`src/rtl/pwm_duty_pkg.sv`:
```
package pwm_duty_pkg;

  typedef enum logic [1:0] {
    ADDR_PERIOD = 2'd0,
    ADDR_MASTER = 2'd1,
    ADDR_CHAN   = 2'd2,
    ADDR_CFG    = 2'd3
  } regAddr_e;

  // Strobes from control to datapath
  typedef struct packed {
    logic loadDuty;   // copy selected duty into the active register
    logic useDirect;  // compare against selected duty directly
  } dutyStrobe_t;

endpackage

```
`src/rtl/pwm_ctrl.sv`:
```
module pwm_ctrl
  import pwm_duty_pkg::*;
#(
  parameter int CNT_W      = 16,
  parameter int RST_PERIOD = 64
) (
  input  logic             clk,
  input  logic             rstN,
  input  logic             wrEn,
  input  logic [1:0]       wrAddr,
  input  logic [CNT_W-1:0] wrData,
  input  logic             atWrap,
  output logic [CNT_W-1:0] periodVal,
  output logic [CNT_W-1:0] rawDuty,
  output logic             immMode,
  output dutyStrobe_t      strb
);

  logic [CNT_W-1:0] masterDuty;
  logic [CNT_W-1:0] chanDuty;
  logic             useMaster;
  regAddr_e         addrDec;

  assign addrDec = regAddr_e'(wrAddr);

  always_ff @(posedge clk or negedge rstN) begin
    if (!rstN) begin
      periodVal  <= CNT_W'(RST_PERIOD);
      masterDuty <= '0;
      chanDuty   <= '0;
      immMode    <= 1'b0;
      useMaster  <= 1'b0;
    end else if (wrEn) begin
      case (addrDec)
        ADDR_PERIOD: periodVal  <= wrData;
        ADDR_MASTER: masterDuty <= wrData;
        ADDR_CHAN:   chanDuty   <= wrData;
        ADDR_CFG: begin
          immMode   <= wrData[0];
          useMaster <= wrData[1];
        end
        default: ;
      endcase
    end
  end

  assign rawDuty = useMaster ? masterDuty : chanDuty;

  always_comb begin
    strb.useDirect = immMode;
    strb.loadDuty  = immMode | atWrap;
  end


  unsel_write_chk: assert property (@(posedge clk) disable iff (!rstN)
    (wrEn && ((wrAddr == 2'd2 && useMaster) || (wrAddr == 2'd1 && !useMaster)))
      |=> $stable(rawDuty));

endmodule

```
`src/rtl/pwm_datapath.sv`:
```
module pwm_datapath
  import pwm_duty_pkg::*;
#(
  parameter int CNT_W    = 16,
  parameter int MIN_DUTY = 16
) (
  input  logic             clk,
  input  logic             rstN,
  input  dutyStrobe_t      strb,
  input  logic [CNT_W-1:0] periodVal,
  input  logic [CNT_W-1:0] rawDuty,
  output logic             atWrap,
  output logic             pwmHigh,
  output logic             pwmLow
);

  localparam logic [CNT_W-1:0] MinDuty = CNT_W'(MIN_DUTY);

  logic [CNT_W-1:0] cnt;
  logic [CNT_W:0]   cntNext;
  logic [CNT_W-1:0] dutyClamped;
  logic [CNT_W-1:0] dutyAct;
  logic [CNT_W-1:0] dutyEff;

  assign cntNext     = {1'b0, cnt} + 1'b1;
  assign atWrap      = cntNext >= {1'b0, periodVal};
  assign dutyClamped = (rawDuty < MinDuty) ? '0 : rawDuty;

  always_ff @(posedge clk or negedge rstN) begin
    if (!rstN) begin
      cnt     <= '0;
      dutyAct <= '0;
    end else begin
      cnt <= atWrap ? '0 : cntNext[CNT_W-1:0];
      if (strb.loadDuty) dutyAct <= dutyClamped;
    end
  end

  assign dutyEff = strb.useDirect ? dutyClamped : dutyAct;
  assign pwmHigh = cnt < dutyEff;
  assign pwmLow  = ~pwmHigh;


  cnt_wrap_chk: assert property (@(posedge clk) disable iff (!rstN)
    (periodVal != '0 && {1'b0, cnt} + 1'b1 >= {1'b0, periodVal}) |=> (cnt == '0));


  duty_hold_chk: assert property (@(posedge clk) disable iff (!rstN)
    !strb.loadDuty |=> $stable(dutyAct));

endmodule

```
`src/rtl/pwm_duty_gen.sv`:
```
module pwm_duty_gen
  import pwm_duty_pkg::*;
#(
  parameter int CNT_W      = 16,
  parameter int MIN_DUTY   = 16,
  parameter int RST_PERIOD = 64
) (
  input  logic             clk,
  input  logic             rstN,
  input  logic             wrEn,
  input  logic [1:0]       wrAddr,
  input  logic [CNT_W-1:0] wrData,
  output logic             pwmHigh,
  output logic             pwmLow
);

  dutyStrobe_t      strb;
  logic [CNT_W-1:0] periodVal;
  logic [CNT_W-1:0] rawDuty;
  logic             immMode;
  logic             atWrap;

  pwm_ctrl #(.CNT_W(CNT_W), .RST_PERIOD(RST_PERIOD)) ctrl_i (
    .clk(clk), .rstN(rstN), .wrEn(wrEn), .wrAddr(wrAddr), .wrData(wrData),
    .atWrap(atWrap), .periodVal(periodVal), .rawDuty(rawDuty),
    .immMode(immMode), .strb(strb)
  );

  pwm_datapath #(.CNT_W(CNT_W), .MIN_DUTY(MIN_DUTY)) dp_i (
    .clk(clk), .rstN(rstN), .strb(strb), .periodVal(periodVal),
    .rawDuty(rawDuty), .atWrap(atWrap), .pwmHigh(pwmHigh), .pwmLow(pwmLow)
  );


  small_duty_chk: assert property (@(posedge clk) disable iff (!rstN)
    (immMode && rawDuty < CNT_W'(MIN_DUTY)) |-> !pwmHigh);


  full_duty_chk: assert property (@(posedge clk) disable iff (!rstN)
    (immMode && rawDuty >= CNT_W'(MIN_DUTY) && rawDuty >= periodVal) |-> pwmHigh);

endmodule

```
`config.mk`:
```
export PLATFORM = sky130hd
export DESIGN_NAME = pwm_duty_gen
export DESIGN_NICKNAME = d
export VERILOG_FILES = /design/src/rtl/pwm_duty_pkg.sv /design/src/rtl/pwm_ctrl.sv /design/src/rtl/pwm_datapath.sv /design/src/rtl/pwm_duty_gen.sv
export SDC_FILE = /design/constraint.sdc
export NUM_CORES = 1
export LEC_CHECK = 0
export BUFFER_PORTS_ARGS = -buffer_cell sky130_fd_sc_hd__buf_2
export CORE_MARGIN = 4
export CORE_UTILIZATION = 45
export DETAILED_ROUTE_END_ITERATION = 7
export PLACE_DENSITY = 0.69
export SLEW_MARGIN = 20
export SYNTH_ARGS = -nofsm -noshare
export SYNTH_HDL_FRONTEND = slang
export SYNTH_SLANG_ARGS = --single-unit
export TNS_END_PERCENT = 20
```
`constraint.sdc`:
```
create_clock -name clk -period 6.6 [get_ports clk]
set_input_delay 1.32 -clock clk [delete_from_list [all_inputs] [get_ports clk]]
set_output_delay 1.32 -clock clk [all_outputs]
set_load 0.005 [all_outputs]
```
# Yosys cells after proc, flatten, opt, wreduce, memory -nomap -nowiden
# Index checks and enable logic that the tools add are counted.
# Widths: inputs -> output; s select.
totals:
  register_bits: 82
  latch_bits: 0
  mem_bits_rw: 0
  romBits: 0
  out_inout_bits: 2
  elab_cells: 25
  mem_count: 0
classes:
  addsub: 1
  multipliers: 0
  div_mod_pow: 0
  n_lt_le_gt_ge: 3
  n_eq_ne: 3
  shift: 0
  muxes: 4
  bitwise_logic: 2
  n_reduce_logical: 5
ops:
  columns: ["cell", "n"]
  rows:
  - ["$mux 16", 4]
  - ["$add 16x1->17 const B", 1]
  - ["$ge 17x16->1", 1]
  - ["$lt 16x16->1", 1]
  - ["$lt 16x5->1 const B", 1]
  - ["$reduce_and 2->1", 4]
  - ["$eq 2x2->1 const B", 2]
  - ["$eq 2x1->1 const B", 1]
  - ["$logic_not 2->1", 1]
  - ["$not 1->1", 1]
  - ["$or 1x1->1", 1]

# Depth between registers and ports, before layout
logic_depth:
  ltp_word: 6
  mapped_depth: 13
  mapped_depth_nobuf: 12

# Modules after synthesis
# Synthesis repeated with hierarchy kept, for this count alone.
hier_totals:
  hier_cells: 362
  area_unflattened_um2: 4484.3
modules_own_cells:
  columns: ["mod", "n_inst", "cells_each", "area_each_um2", "seq_area_each_um2"]
  rows:
  - ["pwm_datapath", 1, 235, 2386.0, 800.8]
  - ["pwm_ctrl", 1, 127, 2098.3, 1252.5]

# Least setup slack after synthesis
# No wires, ideal clock.
synth_timing:
  kind: "flip-flop to output port"
  startpoint: "register ctrl_i.masterDuty[14]"
  endpoint: "output pwmLow"
  arrival_time_ns: 2.738
  path_slack_ns: 2.542
  path_stages_with_launch: 12
  path_cell_list: "dfrtp_1 -> or4b_1 -> o22a_1 -> a21oi_2 -> nor2_1 -> mux2i_1 -> ha_1 -> a21o_1 -> a21oi_1 -> o221ai_1 -> o21a_1 -> or4_1"
synth_via:
  elab_chain_len: 6
synth_lines:
  columns: ["element", "line", "source"]
  rows:
  - ["from (decl)", "pwm_ctrl.sv:19", "logic [CNT_W-1:0] masterDuty;"]
  - ["from (signal assigned)", "pwm_ctrl.sv:36", "ADDR_MASTER: masterDuty <= wrData;"]
  - ["$mux 16 *", "pwm_ctrl.sv:47", "assign rawDuty = useMaster ? masterDuty : chanDuty;"]
  - ["$lt 16x5->1", "pwm_datapath.sv:27", "assign dutyClamped = (rawDuty < MinDuty) ? '0 : rawDuty;"]
  - ["$mux 16 *", "pwm_datapath.sv:27", null]
  - ["$mux 16 *", "pwm_datapath.sv:39", "assign dutyEff = strb.useDirect ? dutyClamped : dutyAct;"]
  - ["$lt 16x16->1 *", "pwm_datapath.sv:40", "assign pwmHigh = cnt < dutyEff;"]
  - ["$not 1->1 *", "pwm_datapath.sv:41", "assign pwmLow = ~pwmHigh;"]
  - ["to (decl)", "pwm_duty_gen.sv:14", "output logic pwmLow"]
# Every way passes the cells marked *; elsewhere a longest branch is shown, timed or not.

# Worst setup path after layout
layout_timing:
  startpoint: "register ctrl_i.useMaster"
  endpoint: "output pwmLow"
layout_via:
  elab_chain_len: 6
layout_lines:
  columns: ["element", "line", "source"]
  rows:
  - ["from (decl)", "pwm_ctrl.sv:21", "logic useMaster;"]
  - ["from (signal assigned)", "pwm_ctrl.sv:40", "useMaster <= wrData[1];"]
  - ["$mux 16 *", "pwm_ctrl.sv:47", null]
  - ["$lt 16x5->1", "pwm_datapath.sv:27", null]
  - ["$mux 16 *", "pwm_datapath.sv:27", null]
  - ["$mux 16 *", "pwm_datapath.sv:39", null]
  - ["$lt 16x16->1 *", "pwm_datapath.sv:40", null]
  - ["$not 1->1 *", "pwm_datapath.sv:41", null]
# Marked as above.

==> key figures <==
Run status
  • Status: finished, final reports clean

Setup path
  • Total number of cells along the worst setup path: 12
  • Critical Path RT: ~5.3 ns
  • Family of cells with the greatest summed delay on the critical path: simple AND/OR/NAND/NOR gates
  • Data arrival time of the worst path: approximately 4.1 ns
  • Launching element of the worst setup path: ctrl_i.useMaster
  • Capture instance of the worst register-to-register path: dp_i.dutyAct[2]
  • Minimum setup slack among reg-to-reg paths: between 2 and 3 ns
  • Worst Path Buf+Inv: 1
  • Critical path's slowest cell: sky130_fd_sc_hd__dfrtp_1
  • Critical-path cell list: or4b_1 -> o22a_1 -> a21oi_2 -> nor2_1 -> mux2i_1 -> ha_1 -> a21o_1 -> a21oi_1 -> o221ai_1 -> o21a_1 -> or4_1 -> buf_2
  • Worst setup path category: reg2out
  • Kind of capture point of the worst setup path: primary output
  • Worst setup SP type: flop
  • Worst reg2reg path startpoint: dp_i.cnt[0]
  • Slowest cell delay on critical path: 0.99 ns
  • Worst setup endpoint: pwmLow
  • Max FO, Critical Path: 21
  • Number of cells traversed by the worst register-to-register path: 12

Yosys
  • Top post-synthesis cells by area: sky130_fd_sc_hd__dfrtp_1 46%, sky130_fd_sc_hd__mux2_2 10%, sky130_fd_sc_hd__ha_1 9.1%
  • Leading area contributor after synthesis: sky130_fd_sc_hd__dfrtp_1
  • Top-area cell type share of the netlist area: a little under half
  • Post-synthesis average cell area: ~11 sq um
  • Netlist area before placement: approximately 4400 sq um
  • Register bit count reported by yosys: around 80
  • Synth async-reset ratio: 100%
  • Synthesized instance count: 403
  • Post-synth cell types: between 40 and 50
  • Dominant cell by count in the synthesized netlist: sky130_fd_sc_hd__dfrtp_1
  • Post-synthesis sequential area ratio: 46.6%
  • Most frequent cells after synthesis: 81 x sky130_fd_sc_hd__dfrtp_1, 39 x sky130_fd_sc_hd__mux2_2, 38 x sky130_fd_sc_hd__nand2_1
  • Syn Nets: 456
  • Most instantiated flip-flop cell in the synthesis netlist: sky130_fd_sc_hd__dfrtp_1
  • YS warnings: 0
  • Number of enable flip-flop cells after synthesis: 0

CTS
  • CTS tree: built
  • Number of hold-repair buffers added at the cts stage: 0
  • CTS root buf: sky130_fd_sc_hd__clkbuf_8
  • Number of H-tree branching levels: 3
  • Total setup buffers inserted after CTS: 0
  • TritonCTS sink count: 82
  • Clock input transition at the sequential cells of the worst setup and hold paths: 0.08 ns
  • Number of buffers added by the clock tree synthesis step: 9
  • Worst-skew pair later-pin latency: ~0.34 ns
  • # resized after CTS: 0
  • Buffers from clock root to sink, at most: 2

Timing
  • Final critical path time including I/O delays and setup: between 5 and 6 ns
  • # setup viols final: 0
  • Final count of hold timing violations: 0
  • Slew HR: 32.9%
  • Slew @ Worst Pin: between 1 and 1.5 ns
  • Crit share post-route: slightly above 80%
  • Final TNS setup: 0 ns
  • Unrepaired setup endpoints after global routing: false
  • Achievable clock frequency: ~0.19 GHz
  • Max Transition Viols Final: 0
  • Setup clock skew after layout: slightly below 0.009 ns

Detailed routing
  • Vias: ~2900
  • Post-route DRC violation count: 0
  • Violation count after the first detailed-routing iteration: 124
  • Number of nets with antenna violations after routing: 0
  • Detailed-route vias per instance: roughly 5.3
  • Iteration count of the initial detailed-routing pass: 4
  • DRT Wirelength: about 9100 um
  • Detail-routed net length per standard cell: about 16 um

Power and ir drop
  • Leakage power: about 2.3 nW
  • Overall power of the completed layout: 1.61 mW
  • Largest voltage drop on the vdd net: roughly 0.14 mV
  • Pwr per Cell Area: 334 nW/um^2

Global routing
  • Total routing resource utilization after global routing: between 15 and 20%
  • Number of antenna violations at the first check in global routing: 0
  • Via count of the first global-routing pass: roughly 3000
  • Maximum number of pins on one net before global-route repair: between 80 and 90
  • Total congestion overflow after global routing: 0
  • Global-route wire length before repair: ~15000 um

Floorplan
  • I/O pin cnt: 23
  • Core region area: between 9000 and 10000 sq um
  • Horiz. Die Dim: ~110 um
  • DIE AREA: 11400 sq um
  • Placement Rows: 35
  • Height of the die: 107 um
  • Starting Density: between 40% and 50%

Layout
  • Fill cells: 880
  • Layout Nets: 478
  • Final Non-Filler Cells: 559
  • Diodes inserted: 0
  • Cell area after layout: 4830 sq um
  • Util after Layout: approximately half
  • Growth of design area from synthesis to finish: 9.66%
  • Sequential cell area: between 2000 and 2500 sq um
  • Fraction of layout cells with a size suffix above 1: just under 20%
  • Area of the multi-input gates: roughly 2200 sq um

Placement
  • Instance area at placement: roughly 4600 sq um
  • Global placement routability congestion: approximately 0.85
  • HPWL after detailed placement: between 6000 and 7000 um
  • Port bufs: 22
  • Cells after DPL: approximately 540

Min path
  • Class of the most critical hold timing path: reg2reg

Flow run
  • Max cap viols: 0
[worst min path at each step]
stage,start,to,depth (start not counted)
4_1_cts,dp_i.dutyAct[1],dp_i.dutyAct[1],1
6_report,dp_i.dutyAct[1],dp_i.dutyAct[1],1
5_1_grt,ctrl_i.chanDuty[3],ctrl_i.chanDuty[3],1
2_1_floorplan,dp_i.dutyAct[1],dp_i.dutyAct[1],1
3_5_place_dp,dp_i.dutyAct[1],dp_i.dutyAct[1],1
3_3_place_gp,dp_i.dutyAct[3],dp_i.dutyAct[3],1
[final cells by class]
type	instances	share of cell area, %
clock buffers	11	2.72
clock inverters	5	1.30
inverters	29	2.25
multi-input cells	280	45.3
flip-flops and latches	82	42.5
well taps	129	3.34
repair buffers	23	2.56
[layout by cell type (no fill, tap or decap), types with 3 or more instances in the layout]
cell type                  count
sky130_fd_sc_hd__dfrtp_1      81
sky130_fd_sc_hd__mux2_2       39
sky130_fd_sc_hd__nand2_1      38
sky130_fd_sc_hd__o21ai_0      32
sky130_fd_sc_hd__ha_1         32
sky130_fd_sc_hd__mux2i_1      31
sky130_fd_sc_hd__inv_1        29
sky130_fd_sc_hd__buf_2        21
sky130_fd_sc_hd__nor2_1       16
sky130_fd_sc_hd__nor2b_1      15
sky130_fd_sc_hd__nand3_1      10
sky130_fd_sc_hd__clkbuf_8      9
sky130_fd_sc_hd__xnor2_1       8
sky130_fd_sc_hd__nand4_1       8
sky130_fd_sc_hd__xor2_1        6
sky130_fd_sc_hd__nor4_1        6
sky130_fd_sc_hd__a21oi_1       6
sky130_fd_sc_hd__nand3b_1      3
sky130_fd_sc_hd__a211oi_1      3
sky130_fd_sc_hd__a21o_1        3
sky130_fd_sc_hd__o21a_1        3
[through the flow]
step / hold slack [ns] / worst slack, ns
6_report: 0.512 / 1.20
5_1_grt: 0.539 / 0.894
4_1_cts: 0.515 / 1.18
3_5_place_dp: 0.496 / 1.61
3_3_place_gp: 0.489 / 1.67
2_1_floorplan: 0.479 / 2.54
[flip-flops by register name (all words and copies together), names as in the netlist]
| register | flops |
|---|---|
| ctrl_i.immMode | 1 |
| dp_i.cnt | 16 |
| ctrl_i.periodVal | 16 |
| dp_i.dutyAct | 16 |
| ctrl_i.useMaster | 1 |
| ctrl_i.masterDuty | 16 |
| ctrl_i.chanDuty | 16 |
[routing by layer]
metal | vias up | share of wire (%) | routed length, um | GRT usage, %
met3 | 14 | 3.7 | 332 | 3.61
met2 | 51 | 48 | 4320 | 27.3
met4 | 0 | 1.5 | 139 | 6.21
met5 | - | 0 | 0 | 0
met1 | 1425 | 47 | 4290 | 23.0
li1 | 1457 | - | - | -
[kinds of logic after synthesis]
kind of cell	after synthesis	synth area share, %
multiplexers	70	17.0
adder cells (fa/ha/maj)	32	9.09
AO/OA/AOI/OAI	56	7.59
buffers and inverters	41	3.81
AND/OR/NAND/NOR	108	13.1
XOR/XNOR	14	2.78
flip-flops	82	46.6
[report_power, final]
| part | switching (mW) | total (mW) | internal [mW] |
|---|---|---|---|
| registers | 0.117 | 0.746 | 0.629 |
| clock network | 0.181 | 0.359 | 0.177 |
| logic | 0.261 | 0.509 | 0.247 |
No activity file was read; power rests on OpenSTA's default activity.
